==> src/rtl/pvs_pkg.sv <==
package pvs_pkg;
    // Two window states: the first window after reset is partial
    typedef enum logic {
        ST_PRIME = 1'b0,
        ST_RUN   = 1'b1
    } pvs_state_t;

    localparam int unsigned PVS_CNT_W = 16;
endpackage

==> src/rtl/pvs_window_fsm.sv <==
module pvs_window_fsm
    import pvs_pkg::*;
(
    input  logic clk,
    input  logic rst_n,
    input  logic boundary,
    output logic capture_en
);
    pvs_state_t state_q, state_d;

    // Next-state decision
    always_comb begin
        state_d = state_q;
        unique case (state_q)
            ST_PRIME: if (boundary) state_d = ST_RUN;   // PRIME_TO_RUN
            ST_RUN:   state_d = ST_RUN;                  // RUN_TO_RUN / RUN_HOLD
            default:  state_d = ST_PRIME;
        endcase
    end

    // State register
    always_ff @(posedge clk) begin
        if (!rst_n) state_q <= ST_PRIME;
        else        state_q <= state_d;
    end

    // Outputs
    always_comb begin
        capture_en = 1'b0;
        unique case (state_q)
            ST_PRIME: capture_en = 1'b0;          // partial window discarded
            ST_RUN:   capture_en = boundary;
            default:  capture_en = 1'b0;
        endcase
    end
endmodule

==> src/rtl/pvs_pulse_counter.sv <==
module pvs_pulse_counter #(
    parameter int unsigned CNT_W = 16
) (
    input  logic             clk,
    input  logic             rst_n,
    input  logic             restart,
    input  logic             pulse,
    output logic [CNT_W-1:0] count
);
    localparam logic [CNT_W-1:0] CNT_MAX = {CNT_W{1'b1}};

    always_ff @(posedge clk) begin
        if (!rst_n) begin
            count <= '0;
        end else if (restart) begin
            // coincident pulse opens the new window
            count <= {{(CNT_W-1){1'b0}}, pulse};
        end else if (pulse && (count != CNT_MAX)) begin
            count <= count + 1'b1;
        end
    end
endmodule

==> src/rtl/pvs_capture_reg.sv <==
module pvs_capture_reg #(
    parameter int unsigned CNT_W = 16
) (
    input  logic             clk,
    input  logic             rst_n,
    input  logic             load,
    input  logic [CNT_W-1:0] value_in,
    output logic [CNT_W-1:0] value_out,
    output logic             strobe
);
    always_ff @(posedge clk) begin
        if (!rst_n) begin
            value_out <= '0;
            strobe    <= 1'b0;
        end else begin
            strobe <= load;
            if (load) value_out <= value_in;
        end
    end
endmodule

==> src/rtl/pvs_sampler.sv <==
module pvs_sampler
    import pvs_pkg::*;
#(
    parameter int unsigned CNT_W = PVS_CNT_W
) (
    input  logic             clk,
    input  logic             rst_n,
    input  logic             vco_pulse,
    input  logic             period_end,
    output logic [CNT_W-1:0] sample_count,
    output logic             sample_valid
);
    logic [CNT_W-1:0] win_count;
    logic             capture_en;

    pvs_window_fsm u_fsm (
        .clk        (clk),
        .rst_n      (rst_n),
        .boundary   (period_end),
        .capture_en (capture_en)
    );

    pvs_pulse_counter #(.CNT_W(CNT_W)) u_cnt (
        .clk     (clk),
        .rst_n   (rst_n),
        .restart (period_end),
        .pulse   (vco_pulse),
        .count   (win_count)
    );

    pvs_capture_reg #(.CNT_W(CNT_W)) u_cap (
        .clk       (clk),
        .rst_n     (rst_n),
        .load      (capture_en),
        .value_in  (win_count),
        .value_out (sample_count),
        .strobe    (sample_valid)
    );
endmodule

==> config.mk <==
export PLATFORM = sky130hd
export DESIGN_NAME = pvs_sampler
export DESIGN_NICKNAME = d
export VERILOG_FILES = /design/src/rtl/pvs_pkg.sv /design/src/rtl/pvs_window_fsm.sv /design/src/rtl/pvs_pulse_counter.sv /design/src/rtl/pvs_capture_reg.sv /design/src/rtl/pvs_sampler.sv
export SDC_FILE = /design/constraint.sdc
export NUM_CORES = 1
export LEC_CHECK = 0
export ABC_CLOCK_PERIOD_IN_PS = 3200
export BUFFER_PORTS_ARGS = -buffer_cell sky130_fd_sc_hd__buf_2
export CORE_ASPECT_RATIO = 0.6
export CORE_MARGIN = 5
export CORE_UTILIZATION = 45
export DETAILED_ROUTE_END_ITERATION = 10
export GPL_ROUTABILITY_DRIVEN = 0
export SETUP_SLACK_MARGIN = 0.1
export SLEW_MARGIN = 10
export SYNTH_ARGS = -nofsm -noshare
export SYNTH_HDL_FRONTEND = slang
export SYNTH_SLANG_ARGS = --single-unit
==> constraint.sdc <==
create_clock -name clk -period 3.2 [get_ports clk]
set_clock_uncertainty 0.15 [all_clocks]
set_input_delay 0.32 -clock clk [delete_from_list [all_inputs] [get_ports clk]]
set_output_delay 0.32 -clock clk [all_outputs]
set_load 0.02 [all_outputs]
### After elaboration in Yosys (flattened, before gate mapping)

Cells that the tools add are included.

* flip-flop bits (word level): 34
* logic and storage cells: 17

* add/subtract/negate cells: 1
* equal/unequal tests: 1
* multiplexer cells: 5
* bitwise logic cells: 2
* reductions and logical operators: 3

Operators by type and width (number)
* adder 16 x 1 -> 16 bit, second input constant: 1
* inequality test 16 bit, second input constant: 1
* case mux 1 bit (2 select lines): 2
* 2-to-1 mux 1 bit: 3
* inverter 1 bit: 2
* nonzero test 2 bit: 1
* OR reduction 2 bit: 1
* logical AND 1 bit: 1

### Longest topological paths before layout

Gate-level depths: netlist of the first run.

* depth in word-level cells: 4
* gate-level depth with buffers: 6
* depth with buffers taken out: 5

### By module

Synthesis of the first run repeated with hierarchy kept, for this count alone.

* cells, all modules: 155
* area, all modules: 1503.9 um^2

By module, submodules not included
* pvs_pulse_counter: instances 1, cells an instance 99, area an instance 825.8 um^2
* pvs_capture_reg: instances 1, cells an instance 53, area an instance 643.1 um^2
* pvs_window_fsm: instances 1, cells an instance 3, area an instance 35.0 um^2

### Least setup slack after synthesis of the first run

Ideal clock, no wire load.

* kind: flip-flop to flip-flop
* from: register u_cnt.count[0]
* to: register u_cnt.count[1]
* library setup time: 122 ps
* arrival: 1614 ps
* slack: 1314 ps
* stages on the path, launching flop included: 7
* period minus slack after synthesis: 1886 ps
* cells stage by stage: dfxtp_1 ha_1 nand4_2 nor4_4 buf_6 mux2i_1 a311o_1

* cells in the longest elaborated chain, start to end: 2
* elaborated cells between the ends (all ways): 3
* classes of those cells: 1 x add/sub; 1 x eq/ne; 1 x reduce/logical

Ends and longest elaborated chain
* start: declaration: line pvs_pulse_counter.sv:8 `output logic [CNT_W-1:0] count`
* start signal: assignment: line pvs_pulse_counter.sv:17 `count <= {{(CNT_W-1){1'b0}}, pulse};`
* start signal: assignment: line pvs_pulse_counter.sv:19 `count <= count + 1'b1;`
* branches (longest 2 deep; another with adder 16 x 1 -> 16 bit)

Parallel ways; which one is timed is not known.
A chain may end at the register's enable or synchronous reset.

### Worst setup path after layout of the first run

Ends and elaborated chain as after synthesis.

==> results of run 1 <==
==> critical path, cell delays in order (launching register included) <==
cell                      delay (ps)
sky130_fd_sc_hd__dfxtp_1         440
sky130_fd_sc_hd__ha_1            310
sky130_fd_sc_hd__nand4_2         190
sky130_fd_sc_hd__nor4_4          650
sky130_fd_sc_hd__mux2i_1         160
sky130_fd_sc_hd__a311o_1         330
==> cells by family after synthesis <==
kind of cell | synth area share
DFF | 0.443
muxes | 0.00652
and+or+nand+nor | 0.286
buffers and inverters | 0.0375
AOI/OAI and AO/OA | 0.218
adders and majority gates | 0.00815
==> final cells by class <==
type	instances	area, um2
Fill cell	312	1520
Tap cell	45	56.3
Sequential cell	34	681
Clock inverter	2	12.5
Timing Repair Buffer	20	100
Inverter	3	11.3
Multi-Input combinational cell	133	797
Clock buffer	6	82.6
==> stage by stage <==
stage / utilization / setup slack, ps
final: 0.533 / 862
after global routing: 0.533 / 726
after CTS: 0.533 / 892
after detailed placement: 0.504 / 920
after global placement: 0.504 / 979
after floorplan: - / 1310
==> path summary, 6_finish.rpt <==
check | start | end
max | u_cnt.count[0]$_SDFFE_PN0P_ | u_cnt.count[1]$_SDFFE_PP0P_
min | period_end | u_fsm.state_q$_SDFF_PN0_
max reg2reg | u_cnt.count[0]$_SDFFE_PN0P_ | u_cnt.count[1]$_SDFFE_PP0P_
min reg2reg | u_cap.value_out[6]$_SDFFE_PN0P_ | u_cap.value_out[6]$_SDFFE_PN0P_
==> placed cells by master, fill, tap and decap left out, types with 3 or more instances in the layout <==
cell	instances
sky130_fd_sc_hd__o31ai_1	3
sky130_fd_sc_hd__a21boi_0	13
sky130_fd_sc_hd__o21ai_0	3
sky130_fd_sc_hd__inv_1	3
sky130_fd_sc_hd__buf_2	20
sky130_fd_sc_hd__nor2_1	6
sky130_fd_sc_hd__clkbuf_8	6
sky130_fd_sc_hd__nand2_1	39
sky130_fd_sc_hd__a31oi_1	4
sky130_fd_sc_hd__a21boi_1	3
sky130_fd_sc_hd__nand4_1	4
sky130_fd_sc_hd__and3_1	5
sky130_fd_sc_hd__dfxtp_1	34
sky130_fd_sc_hd__nand3_1	8
sky130_fd_sc_hd__a21oi_1	5
sky130_fd_sc_hd__nor3_1	6
==> synthesized netlist by cell type, types with 2 or more instances <==
library cell and n:
sky130_fd_sc_hd__nand2_1 39, sky130_fd_sc_hd__dfxtp_1 34, sky130_fd_sc_hd__a21boi_0 13, sky130_fd_sc_hd__clkbuf_1 8, sky130_fd_sc_hd__nand3_1 8, sky130_fd_sc_hd__nor2_1 6, sky130_fd_sc_hd__nor3_1 6, sky130_fd_sc_hd__a21oi_1 5
sky130_fd_sc_hd__and3_1 5, sky130_fd_sc_hd__a31oi_1 4, sky130_fd_sc_hd__nand4_1 4, sky130_fd_sc_hd__a21boi_1 3, sky130_fd_sc_hd__inv_1 3, sky130_fd_sc_hd__o21ai_0 3, sky130_fd_sc_hd__o31ai_1 3, sky130_fd_sc_hd__a211oi_1 2
sky130_fd_sc_hd__a311o_1 2, sky130_fd_sc_hd__nand2b_1 2, sky130_fd_sc_hd__nor4_1 2, sky130_fd_sc_hd__o211ai_1 2, sky130_fd_sc_hd__o21a_1 2, sky130_fd_sc_hd__or4_1 2
==> power by group through the flow <==
stage | registers (mW) | logic (mW) | clock network, mW
global route | 0.436 | 0.0455 | 0.365
floorplan | 0.445 | 0.0289 | 0
detailed placement | 0.445 | 0.0414 | 0
CTS | 0.435 | 0.0418 | 0.340
global placement | 0.444 | 0.0397 | 0
finish | 0.435 | 0.0417 | 0.334
==> flip-flops by register name, summed over array words and instances, names as in the netlist <==
signal and count:
u_cap.value_out 16, u_cnt.count 16, u_cap.strobe 1, u_fsm.state_q 1
==> metal layers <==
metal | global-route usage | vias to the layer above | share of wire
met5 | 0 | - | 0
met4 | 0.0406 | 0 | 0.0067
met3 | 0.0579 | 4 | 0.081
met2 | 0.226 | 51 | 0.43
met1 | 0.233 | 658 | 0.49
li1 | - | 695 | -
==> impl_summary.log, run 1 <==
INFO  metric power.share.combinational = 0.051
INFO  metric relative_area_change_from_synthesis_to_final_layout = 13.4%
INFO  metric tritoncts = done
INFO  metric detail_route.iter0.violations = 100
INFO  metric h_tree_depth = 2
INFO  metric totalNegativeSetupSlack = 0 ps
INFO  metric power.static_leakage = 0.618 nW
INFO  metric antenna-diode-count = 0
INFO  metric synthCells = 180
INFO  metric rows = 16
INFO  metric design.core.area = 3260 um2
INFO  metric routed-via-count = 1408
INFO  metric run_status = completed
INFO  metric power.density_cell_area = roughly 470 nW/um2
INFO  metric instances_no_fill = 243
INFO  metric post-synth-top-area-fraction = 0.443
INFO  metric max-vdd-ir-drop = slightly below 0.0003 V
INFO  metric synthesis.yosys.warnings = 0
INFO  metric final_total_pwr = 0.811 mW
INFO  metric arrival = roughly 2400 ps
INFO  metric maxSlewViolCount = 0
INFO  metric die_w = around 85 um
INFO  metric mappedNetlistArea = 1540 um2
INFO  metric grt_util_all_layers = 0.161
INFO  metric internal_power = 0.616 mW
INFO  metric first_global_vias = roughly 1300
INFO  metric grt_first_pass_wirelength = 6080 um
INFO  metric cp-end-kind = register
INFO  metric setup_repair_after_global_routing_missed_its_margin = no
INFO  metric period_share = 0.731
INFO  metric synth_edf_count = 0
INFO  metric ys_dominant_reg_cell = sky130_fd_sc_hd__dfxtp_1
INFO  metric place_inst = approximately 240
INFO  metric cts.repair.resized = 0
INFO  metric cp.required = ~3200 ps
INFO  metric finalHoldViolations = 0
INFO  metric globalRouteOverflowTotal = 0
INFO  metric grt_max_degree = 24
INFO  metric timing_worst_slew_pin_value = about 720 ps
INFO  metric critical_path.max_fanout = 12
INFO  metric proportion_of_layout_cells_with_a_drive_suffix_above_1 = 0.157
INFO  metric timing.hold.worst.class = input pin to register
INFO  metric cts_post_setup_buffers_inserted = 0
INFO  metric io_pins = 21
INFO  metric cell_chosen_for_the_clock_root = sky130_fd_sc_hd__clkbuf_8
INFO  metric synthesis.area_per_instance = roughly 8.5 um2
INFO  metric finish.instance_area = roughly 1700 um2
INFO  metric worst-setup-path-type = register to register
INFO  metric critical_path.startpoint_type = register
INFO  metric maxSlewHeadroom = 0.518
INFO  metric sw_frac_of_total = 0.241
INFO  metric register_bit_count_reported_by_yosys = 34
INFO  metric clkSinkCount = 34
INFO  metric holdWs = between 150 and 200 ps
INFO  metric numPortBuffers = 20
INFO  metric avgRoutedWirePerCell = between 15 and 20 um
INFO  metric power.sequential.fraction = 0.537
INFO  metric place_area = 1650 um2
INFO  metric clk_latency = 290 ps
INFO  metric timing.final.setup_violations = 0
INFO  metric design.final.nets = around 200
INFO  metric synth.distinct_cells = between 40 and 50
INFO  metric max_freq = 428 MHz
INFO  metric synth_fp_nets = about 190
INFO  metric drt-vias-per-instance = slightly below 6
INFO  metric max_cap_viol_count = 0
INFO  metric final.min_clock_period = about 2300 ps
INFO  metric cts_hold_repair.buffers = 0
INFO  metric worstHoldPathCells = 2
INFO  metric tritoncts.num_buffers = 5
INFO  metric route.detailed.drc = 0
INFO  metric detailedPlacementHpwl = between 2000 and 3000 um
INFO  metric grt_antenna_before_repair = 0
INFO  metric synth_top_cells_by_area = sky130_fd_sc_hd__dfxtp_1 44%, sky130_fd_sc_hd__nand2_1 9.5%, sky130_fd_sc_hd__a21boi_0 6.4%
INFO  metric ant_nets = 0
INFO  metric p_sw = slightly below 0.2 mW
INFO  metric synthArstFlopShare = 0
INFO  metric synth_top_area_cell = sky130_fd_sc_hd__dfxtp_1
INFO  metric worst-r2r-setup-slack = between 800 and 900 ps
INFO  metric synth.yosys.seq_area_share = 0.443
INFO  metric route.final.wire_length = around 3800 um
INFO  metric max_buffers_root_to_sink = 2
INFO  metric dr.pass1.iters = 4
INFO  metric share_clk_of_total_power = 0.412
INFO  metric clkSlewWorstSetupHoldPaths = 70 ps
INFO  metric rr_worst_depth = 5
INFO  metric die_y = approximately 55 um
INFO  metric floorplan.initialDensity = 0.470
INFO  metric design.die.area = approximately 4700 um2
Power figures use the tool's default switching activity.
==> run 2: changes to the inputs <==
ABC_CLOCK_PERIOD_IN_PS = 2000   (was 3200)
PLACE_DENSITY = 0.67   (was unset)
clock period = 2 ns   (was 3.2 ns; I/O delays follow)
==> run 2 against run 1 <==
Power rose by 76%. Combinational power rose by 110%. Die area did not move.
==> impl_summary.log, run 2 (synthesized netlist as in run 1, its figures left out) <==
INFO  metric cp-end-kind = register (unchanged)
INFO  metric timing_worst_slew_pin_value = 572 ps (was 722 ps)
INFO  metric io_pins = 21 (unchanged)
INFO  metric power.density_cell_area = 766 nW/um2 (was 466 nW/um2)
INFO  metric design.final.nets = 210 (was 202)
INFO  metric finalHoldViolations = 0 (unchanged)
INFO  metric drt-vias-per-instance = 5.76 (was 5.79)
INFO  metric finish.instance_area = 1860 um2 (was 1740 um2)
INFO  metric run_status = completed (unchanged)
INFO  metric h_tree_depth = 2 (unchanged)
INFO  metric cell_chosen_for_the_clock_root = sky130_fd_sc_hd__clkbuf_8 (unchanged)
INFO  metric proportion_of_layout_cells_with_a_drive_suffix_above_1 = 0.229 (was 0.157)
INFO  metric max_cap_viol_count = 0 (unchanged)
INFO  metric dr.pass1.iters = 5 (was 4)
INFO  metric critical_path.startpoint_type = register (unchanged)
INFO  metric maxSlewHeadroom = 0.619 (was 0.518)
INFO  metric design.die.area = 4720 um2 (unchanged)
INFO  metric routed-via-count = 1439 (was 1408)
INFO  metric tritoncts = done (unchanged)
INFO  metric clkSinkCount = 34 (unchanged)
INFO  metric avgRoutedWirePerCell = 15.0 um (was 15.4 um)
INFO  metric design.core.area = 3260 um2 (unchanged)
INFO  metric timing.hold.worst.class = input pin to register (unchanged)
INFO  metric worst-r2r-setup-slack = 190 ps (was 860 ps)
INFO  metric maxSlewViolCount = 0 (unchanged)
INFO  metric crit_reg_reg_startpoint = u_cnt.count[0]$_SDFFE_PN0P_ (unchanged)
INFO  metric numPortBuffers = 20 (unchanged)
INFO  metric buffer_and_inverter_count_on_the_worst_path = 1 (was 0)
INFO  metric grt_util_all_layers = 0.169 (was 0.161)
INFO  metric grt_max_degree = 22 (was 24)
INFO  metric cp-endpoint = u_cnt.count[0]$_SDFFE_PN0P_ (was u_cnt.count[1]$_SDFFE_PP0P_)
INFO  metric final_common_cell = sky130_fd_sc_hd__nand2_1 (unchanged)
INFO  metric clkSlewWorstSetupHoldPaths = 70 ps (about the same)
INFO  metric layout.cells.most_common_list = 39 x sky130_fd_sc_hd__nand2_1, 30 x sky130_fd_sc_hd__dfxtp_1, 20 x sky130_fd_sc_hd__buf_2 (was 39 x sky130_fd_sc_hd__nand2_1, 34 x sky130_fd_sc_hd__dfxtp_1, 20 x sky130_fd_sc_hd__buf_2)
INFO  metric place_area = 1700 um2 (was 1650 um2)
INFO  metric tritoncts.num_buffers = 5 (unchanged)
INFO  metric globalRouteOverflowTotal = 0 (unchanged)
INFO  metric detail_route.iter0.violations = 173 (was 100)
INFO  metric timing.critical_path.cells = ha_4, nand4_4, nor4_4, buf_4, nor2_1, a311o_1 (was ha_1, nand4_2, nor4_4, mux2i_1, a311o_1)
INFO  metric max-vdd-ir-drop = 0.000292 V (was 0.000294 V)
INFO  metric startpoint = u_cnt.count[0]$_SDFFE_PN0P_ (unchanged)
INFO  metric cp.required = 2030 ps (was 3230 ps)
INFO  metric final_util = 0.571 (was 0.533)
INFO  metric antenna-diode-count = 0 (unchanged)
INFO  metric delay_contributed_by_the_slowest_stage_of_the_critical_path = 390 ps (was 650 ps)
INFO  metric rr_worst_depth = 6 (was 5)
INFO  metric arrival = 1840 ps (was 2370 ps)
INFO  metric worst-setup-path-type = register to register (unchanged)
INFO  metric max_buffers_root_to_sink = 2 (unchanged)
INFO  metric ant_nets = 0 (unchanged)
INFO  metric holdWs = 76.1 ps (was 177 ps)
INFO  metric timing.critical_path.max_delay_family = simple AND/OR/NAND/NOR gates (unchanged)
INFO  metric die_y = 55.2 um (unchanged)
INFO  metric timing.critical_path.depth = 6 (was 5)
INFO  metric route.final.wire_length = 3740 um (was 3750 um)
INFO  metric n_fill_cell = 291 (was 312)
INFO  metric largestRegisters = u_cap.value_out: 16 flops, u_cnt.count: 16 flops (unchanged)
INFO  metric timing.critical_path.slowest_stage_cell = sky130_fd_sc_hd__nor4_4 (unchanged)
INFO  metric power.static_leakage = 0.681 nW (was 0.618 nW)
INFO  metric worstReg2RegEnd = u_cnt.count[0]$_SDFFE_PN0P_ (was u_cnt.count[1]$_SDFFE_PP0P_)
INFO  metric rows = 16 (unchanged)
INFO  metric timing.final.setup_violations = 0 (unchanged)
INFO  metric setup_repair_after_global_routing_missed_its_margin = no (unchanged)
INFO  metric detailedPlacementHpwl = 2690 um (was 2700 um)
INFO  metric grt_antenna_before_repair = 0 (unchanged)
INFO  metric first_global_vias = 1293 (was 1257)
INFO  metric relative_area_change_from_synthesis_to_final_layout = 21.4% (was 13.4%)
INFO  metric final.min_clock_period = 1810 ps (was 2340 ps)
INFO  metric grt_first_pass_wirelength = 6310 um (was 6080 um)
INFO  metric period_share = 0.906 (was 0.731)
INFO  metric die_w = 85.4 um (unchanged)
INFO  metric route.detailed.drc = 0 (unchanged)
INFO  metric critical_path.max_fanout = 5 (was 12)
INFO  metric totalNegativeSetupSlack = 0 ps (unchanged)
INFO  metric max_freq = 552 MHz (was 428 MHz)
INFO  metric floorplan.initialDensity = 0.470 (unchanged)
INFO  metric clk_latency = 290 ps (about the same)
run 2: layer usage:
layer | vias up | share of wire | GRT usage
met5 | - | 0 | 0
met4 | 0 | 0.019 | 0.0858
met3 | 7 | 0.077 | 0.0520
met2 | 57 | 0.42 | 0.221
met1 | 665 | 0.49 | 0.245
li1 | 710 | - | -
run 2: area by class of cell:
cell class | instances | area, um2 | share of cell area
multi-input cells | 133 | 835 | 0.448
flip-flops and latches | 34 | 686 | 0.368
repair buffers | 28 | 164 | 0.0879
well taps | 45 | 56.3 | 0.0302
clock buffers | 6 | 82.6 | 0.0443
clock inverters | 1 | 30.0 | 0.0161
inverters | 3 | 11.3 | 0.00604
run 2: how the worst min path moves through the flow:
stage	from	to	cells after the start
2_1_floorplan	period_end	u_fsm.state_q$_SDFF_PN0_	1
3_3_place_gp	u_cap.value_out[6]$_SDFFE_PN0P_	u_cap.value_out[6]$_SDFFE_PN0P_	2
3_5_place_dp	u_cap.value_out[10]$_SDFFE_PN0P_	u_cap.value_out[10]$_SDFFE_PN0P_	2
4_1_cts	period_end	u_fsm.state_q$_SDFF_PN0_	2
5_1_grt	period_end	u_fsm.state_q$_SDFF_PN0_	2
6_report	period_end	u_fsm.state_q$_SDFF_PN0_	2
run 2: worst reg2reg max path, cell delays in order, from the launching register on:
cell	delay, ps
sky130_fd_sc_hd__dfxtp_2	360
sky130_fd_sc_hd__ha_4	170
sky130_fd_sc_hd__nand4_4	140
sky130_fd_sc_hd__nor4_4	390
sky130_fd_sc_hd__buf_4	180
sky130_fd_sc_hd__nor2_1	40
sky130_fd_sc_hd__a311o_1	260
run 2: through the flow:
step	power [mW]	setup WS (ps)	instances
final	1.43	188	250
after CTS	1.43	116	249
after floorplan	0.758	114	180
after global routing	1.48	104	250
after detailed placement	0.788	68.1	242
after global placement	0.785	159	242
run 2: what timing repair did:
action,in CTS,in global routing
pin swaps,1,1
endpoints found under the setup margin,7,10
gates resized for setup,2,10
hold buffers,0,0
buffers inserted,0,1
run 2: power breakdown:
part | internal, mW | switching, mW | total (mW)
Clock | 0.399 | 0.249 | 0.647
Combinational | 0.0343 | 0.0524 | 0.0867
Sequential | 0.687 | 0.00797 | 0.695
Total | 1.12 | 0.309 | 1.43
